**src/rtl/svs_pkg.sv**
```systemverilog
package svs_pkg;
  typedef enum logic [1:0] {
    ST_IDLE  = 2'd0,
    ST_ISSUE = 2'd1,
    ST_WAIT  = 2'd2
  } svs_state_e;

  localparam int STEP_W = 2;
endpackage

```
**src/rtl/svs_reg_walker.sv**
```systemverilog
module svs_reg_walker #(
  parameter int REG_W     = 5,
  parameter int IDX_W     = 3,
  parameter int STEP_W    = 2,
  parameter bit FIX_BANK0 = 1'b0
) (
  input  logic              clk,
  input  logic              rst_n,
  input  logic              load_i,
  input  logic [REG_W-1:0]  load_val_i,
  input  logic              adv_i,
  input  logic [STEP_W-1:0] stride_i,
  output logic [REG_W-1:0]  reg_o
);
  localparam int BANK_W = REG_W - IDX_W;

  logic [REG_W-1:0]  reg_q, reg_d;
  logic              reg_en;
  logic [BANK_W-1:0] bank;
  logic [IDX_W-1:0]  idx, idx_step;
  logic              hold;

  assign bank = reg_q[REG_W-1:IDX_W];
  assign idx  = reg_q[IDX_W-1:0];

  generate
    if (FIX_BANK0) begin : g_fix
      assign hold = (bank == '0);
    end else begin : g_free
      assign hold = 1'b0;
    end
  endgenerate

  always_comb begin
    idx_step = idx + IDX_W'(stride_i);
    reg_en   = load_i || (adv_i && !hold);
    if (load_i) reg_d = load_val_i;
    else        reg_d = {bank, idx_step};
  end

  always_ff @(posedge clk or negedge rst_n) begin
    if (!rst_n)      reg_q <= '0;
    else if (reg_en) reg_q <= reg_d;
  end

  assign reg_o = reg_q;

  AST_BANK_KEPT: assert property (@(posedge clk) disable iff (!rst_n)
    (adv_i && !load_i) |=> (reg_q[REG_W-1:IDX_W] == $past(reg_q[REG_W-1:IDX_W])));

  AST_INDEX_MOVES: assert property (@(posedge clk) disable iff (!rst_n)
    (adv_i && !load_i && (stride_i != '0) && !(FIX_BANK0 && (reg_q[REG_W-1:IDX_W] == '0)))
      |=> !$stable(reg_q));

  generate
    if (FIX_BANK0) begin : g_fix_chk
      AST_BANK0_HELD: assert property (@(posedge clk) disable iff (!rst_n)
        (adv_i && !load_i && (reg_q[REG_W-1:IDX_W] == '0)) |=> $stable(reg_q));
    end
  endgenerate
endmodule

```
**src/rtl/svs_iter_ctrl.sv**
```systemverilog
module svs_iter_ctrl
  import svs_pkg::*;
#(
  parameter int LEN_W = 3
) (
  input  logic             clk,
  input  logic             rst_n,
  input  logic             start_i,
  input  logic             scalar_i,
  input  logic [LEN_W-1:0] len_i,
  input  logic             exec_done_i,
  output logic             load_o,
  output logic             adv_o,
  output logic             last_o,
  output logic             busy_o,
  output logic             issue_o,
  output logic             done_o
);
  svs_state_e       st_q, st_d;
  logic [LEN_W-1:0] rem_q, rem_d;
  logic             rem_en;
  logic             fire;
  logic             done_q;

  always_comb begin
    load_o = start_i && (st_q == ST_IDLE);
    fire   = (st_q == ST_WAIT) && exec_done_i;
    last_o = fire && (rem_q == '0);
    adv_o  = fire && (rem_q != '0);

    st_d = st_q;
    unique case (st_q)
      ST_IDLE:  if (load_o) st_d = ST_ISSUE;
      ST_ISSUE: st_d = ST_WAIT;
      ST_WAIT:  if (fire) st_d = last_o ? ST_IDLE : ST_ISSUE;
      default:  st_d = ST_IDLE;
    endcase

    rem_en = load_o || adv_o;
    if (load_o) rem_d = scalar_i ? '0 : len_i;
    else        rem_d = rem_q - LEN_W'(1);
  end

  always_ff @(posedge clk or negedge rst_n) begin
    if (!rst_n) begin
      st_q   <= ST_IDLE;
      rem_q  <= '0;
      done_q <= 1'b0;
    end else begin
      st_q   <= st_d;
      done_q <= last_o;
      if (rem_en) rem_q <= rem_d;
    end
  end

  assign busy_o  = (st_q != ST_IDLE);
  assign issue_o = (st_q == ST_ISSUE);
  assign done_o  = done_q;

  AST_DONE_ENDS_RUN: assert property (@(posedge clk) disable iff (!rst_n)
    done_o |-> (!busy_o && $past(busy_o)));

  AST_SCALAR_SINGLE: assert property (@(posedge clk) disable iff (!rst_n)
    (load_o && scalar_i) |=> (rem_q == '0));

  AST_START_IGNORED: assert property (@(posedge clk) disable iff (!rst_n)
    (busy_o && start_i && !fire) |=> $stable(rem_q));

  AST_ISSUE_ONE_CYCLE: assert property (@(posedge clk) disable iff (!rst_n)
    issue_o |=> !issue_o);
endmodule

```
**src/rtl/svs_flag_acc.sv**
```systemverilog
module svs_flag_acc #(
  parameter int FLAG_W = 5
) (
  input  logic              clk,
  input  logic              rst_n,
  input  logic              clear_i,
  input  logic              take_i,
  input  logic              last_i,
  input  logic [FLAG_W-1:0] flags_i,
  output logic [FLAG_W-1:0] flags_o
);
  logic [FLAG_W-1:0] acc_q, acc_d, res_q, merged;
  logic              acc_en;

  always_comb begin
    merged = acc_q | flags_i;
    acc_en = clear_i || take_i;
    acc_d  = clear_i ? '0 : merged;
  end

  always_ff @(posedge clk or negedge rst_n) begin
    if (!rst_n) begin
      acc_q <= '0;
      res_q <= '0;
    end else begin
      if (acc_en) acc_q <= acc_d;
      if (last_i) res_q <= merged;
    end
  end

  assign flags_o = res_q;

  AST_FLAGS_STICKY: assert property (@(posedge clk) disable iff (!rst_n)
    !clear_i |=> ((acc_q & $past(acc_q)) == $past(acc_q)));
endmodule

```
**src/rtl/svs_sequencer.sv**
```systemverilog
module svs_sequencer
  import svs_pkg::*;
#(
  parameter int REG_W  = 5,
  parameter int IDX_W  = 3,
  parameter int LEN_W  = 3,
  parameter int FLAG_W = 5
) (
  input  logic              clk,
  input  logic              rst_n,
  input  logic              start_i,
  input  logic              op_scalar_i,
  input  logic              op_dbl_i,
  input  logic [REG_W-1:0]  dst_i,
  input  logic [REG_W-1:0]  dbl_dst_i,
  input  logic [REG_W-1:0]  src_a_i,
  input  logic [REG_W-1:0]  src_b_i,
  input  logic [LEN_W-1:0]  len_i,
  input  logic [1:0]        stride_i,
  input  logic              exec_done_i,
  input  logic [FLAG_W-1:0] exec_flags_i,
  output logic              busy_o,
  output logic              issue_o,
  output logic [REG_W-1:0]  issue_dst_o,
  output logic [REG_W-1:0]  issue_src_a_o,
  output logic [REG_W-1:0]  issue_src_b_o,
  output logic              done_o,
  output logic [FLAG_W-1:0] flags_o
);
  logic [REG_W-1:0]  eff_dst;
  logic              scalar;
  logic              load, adv, last;
  logic [STEP_W-1:0] stride_q, stride_d;

  always_comb begin
    eff_dst  = op_dbl_i ? dbl_dst_i : dst_i;
    scalar   = op_scalar_i || op_dbl_i || (eff_dst[REG_W-1:IDX_W] == '0);
    stride_d = (stride_i == 2'b11) ? STEP_W'(2) : STEP_W'(1);
  end

  always_ff @(posedge clk or negedge rst_n) begin
    if (!rst_n)    stride_q <= STEP_W'(1);
    else if (load) stride_q <= stride_d;
  end

  svs_iter_ctrl #(.LEN_W(LEN_W)) u_ctrl (
    .clk(clk), .rst_n(rst_n), .start_i(start_i), .scalar_i(scalar),
    .len_i(len_i), .exec_done_i(exec_done_i), .load_o(load), .adv_o(adv),
    .last_o(last), .busy_o(busy_o), .issue_o(issue_o), .done_o(done_o)
  );

  svs_reg_walker #(.REG_W(REG_W), .IDX_W(IDX_W), .STEP_W(STEP_W), .FIX_BANK0(1'b0)) u_dst (
    .clk(clk), .rst_n(rst_n), .load_i(load), .load_val_i(eff_dst),
    .adv_i(adv), .stride_i(stride_q), .reg_o(issue_dst_o)
  );

  svs_reg_walker #(.REG_W(REG_W), .IDX_W(IDX_W), .STEP_W(STEP_W), .FIX_BANK0(1'b0)) u_src_a (
    .clk(clk), .rst_n(rst_n), .load_i(load), .load_val_i(src_a_i),
    .adv_i(adv), .stride_i(stride_q), .reg_o(issue_src_a_o)
  );

  svs_reg_walker #(.REG_W(REG_W), .IDX_W(IDX_W), .STEP_W(STEP_W), .FIX_BANK0(1'b1)) u_src_b (
    .clk(clk), .rst_n(rst_n), .load_i(load), .load_val_i(src_b_i),
    .adv_i(adv), .stride_i(stride_q), .reg_o(issue_src_b_o)
  );

  svs_flag_acc #(.FLAG_W(FLAG_W)) u_flags (
    .clk(clk), .rst_n(rst_n), .clear_i(load), .take_i(adv || last),
    .last_i(last), .flags_i(exec_flags_i), .flags_o(flags_o)
  );

  AST_DBL_DEST: assert property (@(posedge clk) disable iff (!rst_n)
    (start_i && !busy_o && op_dbl_i) |=> (issue_dst_o == $past(dbl_dst_i)));

  AST_ADDR_HELD: assert property (@(posedge clk) disable iff (!rst_n)
    (busy_o && !exec_done_i) |=> ($stable(issue_dst_o) && $stable(issue_src_a_o) && $stable(issue_src_b_o)));
endmodule

```
**config.mk**
```make
export PLATFORM = sky130hd
export DESIGN_NAME = svs_sequencer
export DESIGN_NICKNAME = d
export VERILOG_FILES = /design/src/rtl/svs_pkg.sv /design/src/rtl/svs_reg_walker.sv /design/src/rtl/svs_iter_ctrl.sv /design/src/rtl/svs_flag_acc.sv /design/src/rtl/svs_sequencer.sv
export SDC_FILE = /design/constraint.sdc
export NUM_CORES = 1
export LEC_CHECK = 0
export BUFFER_PORTS_ARGS = -buffer_cell sky130_fd_sc_hd__buf_2
export CORE_ASPECT_RATIO = 1.25
export CORE_MARGIN = 5
export CORE_UTILIZATION = 53
export DETAILED_ROUTE_END_ITERATION = 10
export GPL_TIMING_DRIVEN = 0
export PLACE_DENSITY = 0.84
export SLEW_MARGIN = 20
export SYNTH_ARGS = -nofsm -noshare
export SYNTH_HDL_FRONTEND = slang
export SYNTH_SLANG_ARGS = --single-unit
```
**constraint.sdc**
```tcl
create_clock -name clk -period 3.3 [get_ports clk]
set_clock_uncertainty 0.15 [all_clocks]
set_input_delay 0.33 -clock clk [delete_from_list [all_inputs] [get_ports clk]]
set_output_delay 0.33 -clock clk [all_outputs]
set_load 0.05 [all_outputs]
```
==> metrics <==
status=complete, no violations; critical path class=reg -> reg; HPWL after DPL=2850 um; vias in the first global route=1,404; Max Root-Sink Buffers=2; Hold Crit Class=in -> reg; gr ovfl total=0; Arr. time, crit path=1.95 ns; vias=around 1.4k; worst-margin pin slew=0.721 ns; RD Place Congestion=0.742; worst slack, placed=1.37 ns; CTS Buf Count=5; cells after synthesis=171; share of cells above drive strength 1=0.363; Synth Area per Inst=10.0 um^2; number of synthesized flops with an enable pin=0; global-route wire length before repair=6090 um; DRC viols=0; Yosys warning total=0; Worst setup SP type=flip-flop; RSZ-0062 raised after global routing=no; TritonCTS Sinks=33; sequential area share after synthesis=0.481; Reg clk slew, reported paths=0.06 ns; synthesized area=1720 um^2; Area contributors post-synth=dfrtp_1, nand2_1, ha_1; worst-path maximum fanout=4; Synth top area share=0.466; Worst Hold Depth=3; Max stage delay on crit path=around 0.57 ns; Initial Util=0.543; Distinct cells, synth=38; Crit path required time=3.31 ns; H-Tree Depth=2; Leak Pwr=1.11 nW; CP endpoint kind=flip-flop; Max VDD drop=between 600 and 700 uV; final hold vios=0; Synth Flop Type=dfrtp_1; I/O Pins=59; clk_lat worst skew=0.28 ns; routed len/inst=13.7 um; die extent in x=about 60 um; largest net degree at the start of global routing=34; DR pass1 iterations=5; fin worst setup slack=~1.4 ns; ys async rst share=1.00; Setup Fix Bufs, Post-CTS=0; core area=3170 um^2; Post-Layout Cell Count=274; row count=23; Area after DPL=2050 um^2; Die H=roughly 74 um; WL final=approximately 3800 um; fin crit period=1.94 ns; total power divided by cell area=1090 nW/um^2; final hold slack=0.0917 ns; Layout area overhead=24.7%; GRT Total Usage=0.186; total negative setup slack=0 ns; synthesized net count=215; worst-path cell chain=ha_1 > inv_1 > fa_1 > nor3_1 > xnor2_1 > a21oi_1; nets=280; initial DRC count=between 50 and 60; n_diodes=0; top cell type by total area after synthesis=dfrtp_1; Achievable Freq=0.516 GHz; post-CTS sizing=0; maxcap violations=0; Final Cell Area=2140 um^2; #FFs+latches synth=33; relative slew slack=0.519; final setup fails=0; period utilization=0.587; initial antenna violation count=0; pins over their slew limit=0; Routed Antenna Nets=0; Via density=between 5 and 6; IO Port Bufs=57; R2R cell count=6; die area=4490 um^2; CP max-delay cell=dfstp_2; TritonCTS clock tree=done; placed insts=265; CTS root buffer=clkbuf_8; post-cts hold buffer count=1
cell usage after synthesis, types with 2 or more instances:
| cell type | number |
|---|---|
| fa_1 | 3 |
| nor2_1 | 15 |
| o21ai_0 | 9 |
| buf_2 | 5 |
| a21oi_1 | 11 |
| mux2_2 | 3 |
| buf_6 | 2 |
| dfrtp_1 | 32 |
| xnor2_1 | 3 |
| nor2b_1 | 3 |
| or2_2 | 2 |
| inv_1 | 13 |
| nor3_1 | 2 |
| o21ai_1 | 5 |
| nor4_4 | 2 |
| ha_1 | 5 |
| mux2i_1 | 6 |
| nor3b_1 | 2 |
| nand2_1 | 29 |
report_power, final:
part / total (W) / internal [W] / switching [W] / leakage [nW]
combinational: 0.00134 / 0.000424 / 0.000915 / 0.648
clock: 0.000286 / 0.000146 / 0.000140 / 0.0450
sequential: 0.000705 / 0.000594 / 0.000111 / 0.412
total: 0.00233 / 0.00116 / 0.00117 / 1.11
layout by cell type, fill, tap and decap left out, types with 2 or more instances in the layout:
master / synthesis / final
or2_2: 2 / 2
inv_1: 13 / 13
mux2_2: 3 / 3
nor2b_1: 3 / 3
mux2i_1: 6 / 6
xnor2_1: 3 / 3
clkbuf_1: 1 / 2
ha_1: 5 / 5
nand2_1: 29 / 29
buf_6: 2 / 2
nor3b_1: 2 / 2
clkinv_2: 0 / 2
nor4_4: 2 / 2
nor3_1: 2 / 2
nor2_1: 15 / 15
a21oi_1: 11 / 11
o21ai_0: 9 / 9
o21ai_1: 5 / 5
fa_1: 3 / 3
clkbuf_8: 0 / 5
dfrtp_1: 32 / 32
buf_2: 5 / 62
cell type report:
type	instances	area [um^2]
sequential	33	827
clock inverter	2	10.0
tap	37	46.3
fill	275	1020
multi-input combinational	116	783
buffer	9	58.8
inverter	13	48.8
clock buffer	6	72.6
timing repair buffer	58	295
final timing paths:
check,slack [ns],endpoint,from
min in group asynchronous,0.49,u_src_a.reg_o[1],rst_n
worst min-delay path,0.09,u_src_a.reg_o[4],src_a_i[4]
max in group asynchronous,2.05,u_src_b.reg_o[2],rst_n
worst min register to register,0.32,u_flags.flags_o[3],u_flags.flags_o[3]
worst max-delay path,1.36,u_dst.reg_o[2],stride_q[0]
worst max register to register,1.36,u_dst.reg_o[2],stride_q[0]
stage by stage:
stage | power [W] | util
after floorplan | 0.00174 | -
final | 0.00233 | 0.677
after detailed placement | 0.00206 | 0.647
after global placement | 0.00202 | 0.647
after CTS | 0.00236 | 0.677
after global routing | 0.00251 | 0.677
sequential cells by signal, indices dropped and copies added (netlist names):
name and flops:
u_dst.reg_o 5, u_flags.acc_q 5, u_src_b.reg_o 5, u_ctrl.rem_q 3
u_ctrl.done_o 1, stride_q 2, u_src_a.reg_o 5, u_ctrl.st_q 2
u_flags.flags_o 5
worst max-delay path: cells and delay by family, from the launching register on:
kind | cells | cell delay, ns
XOR/XNOR | 1 | 0.16
AND/OR/NAND/NOR | 1 | 0.29
flip-flops | 1 | 0.57
adder cells (fa/ha/maj) | 2 | 0.52
AO/OA/AOI/OAI | 1 | 0.08
buffers and inverters | 1 | 0.05
cells by family after synthesis:
kind of cell / Yosys count / share of synthesized area
compound gates: 31 / 0.104
xor+xnor: 4 / 0.0204
fa+ha+maj: 8 / 0.0714
buf+inv: 22 / 0.0626
flops: 33 / 0.481
mux: 10 / 0.0634
simple gates: 63 / 0.197
per-layer routing:
metal  wire length (um)  GRT usage  vias to the layer above
li1                   -          -                      691
met1               1550      0.217                      649
met2               1890      0.314                       49
met3                277     0.0615                        4
met4                 34     0.0651                        0
met5                  0          0                        -
Power figures use the tool's default switching activity.
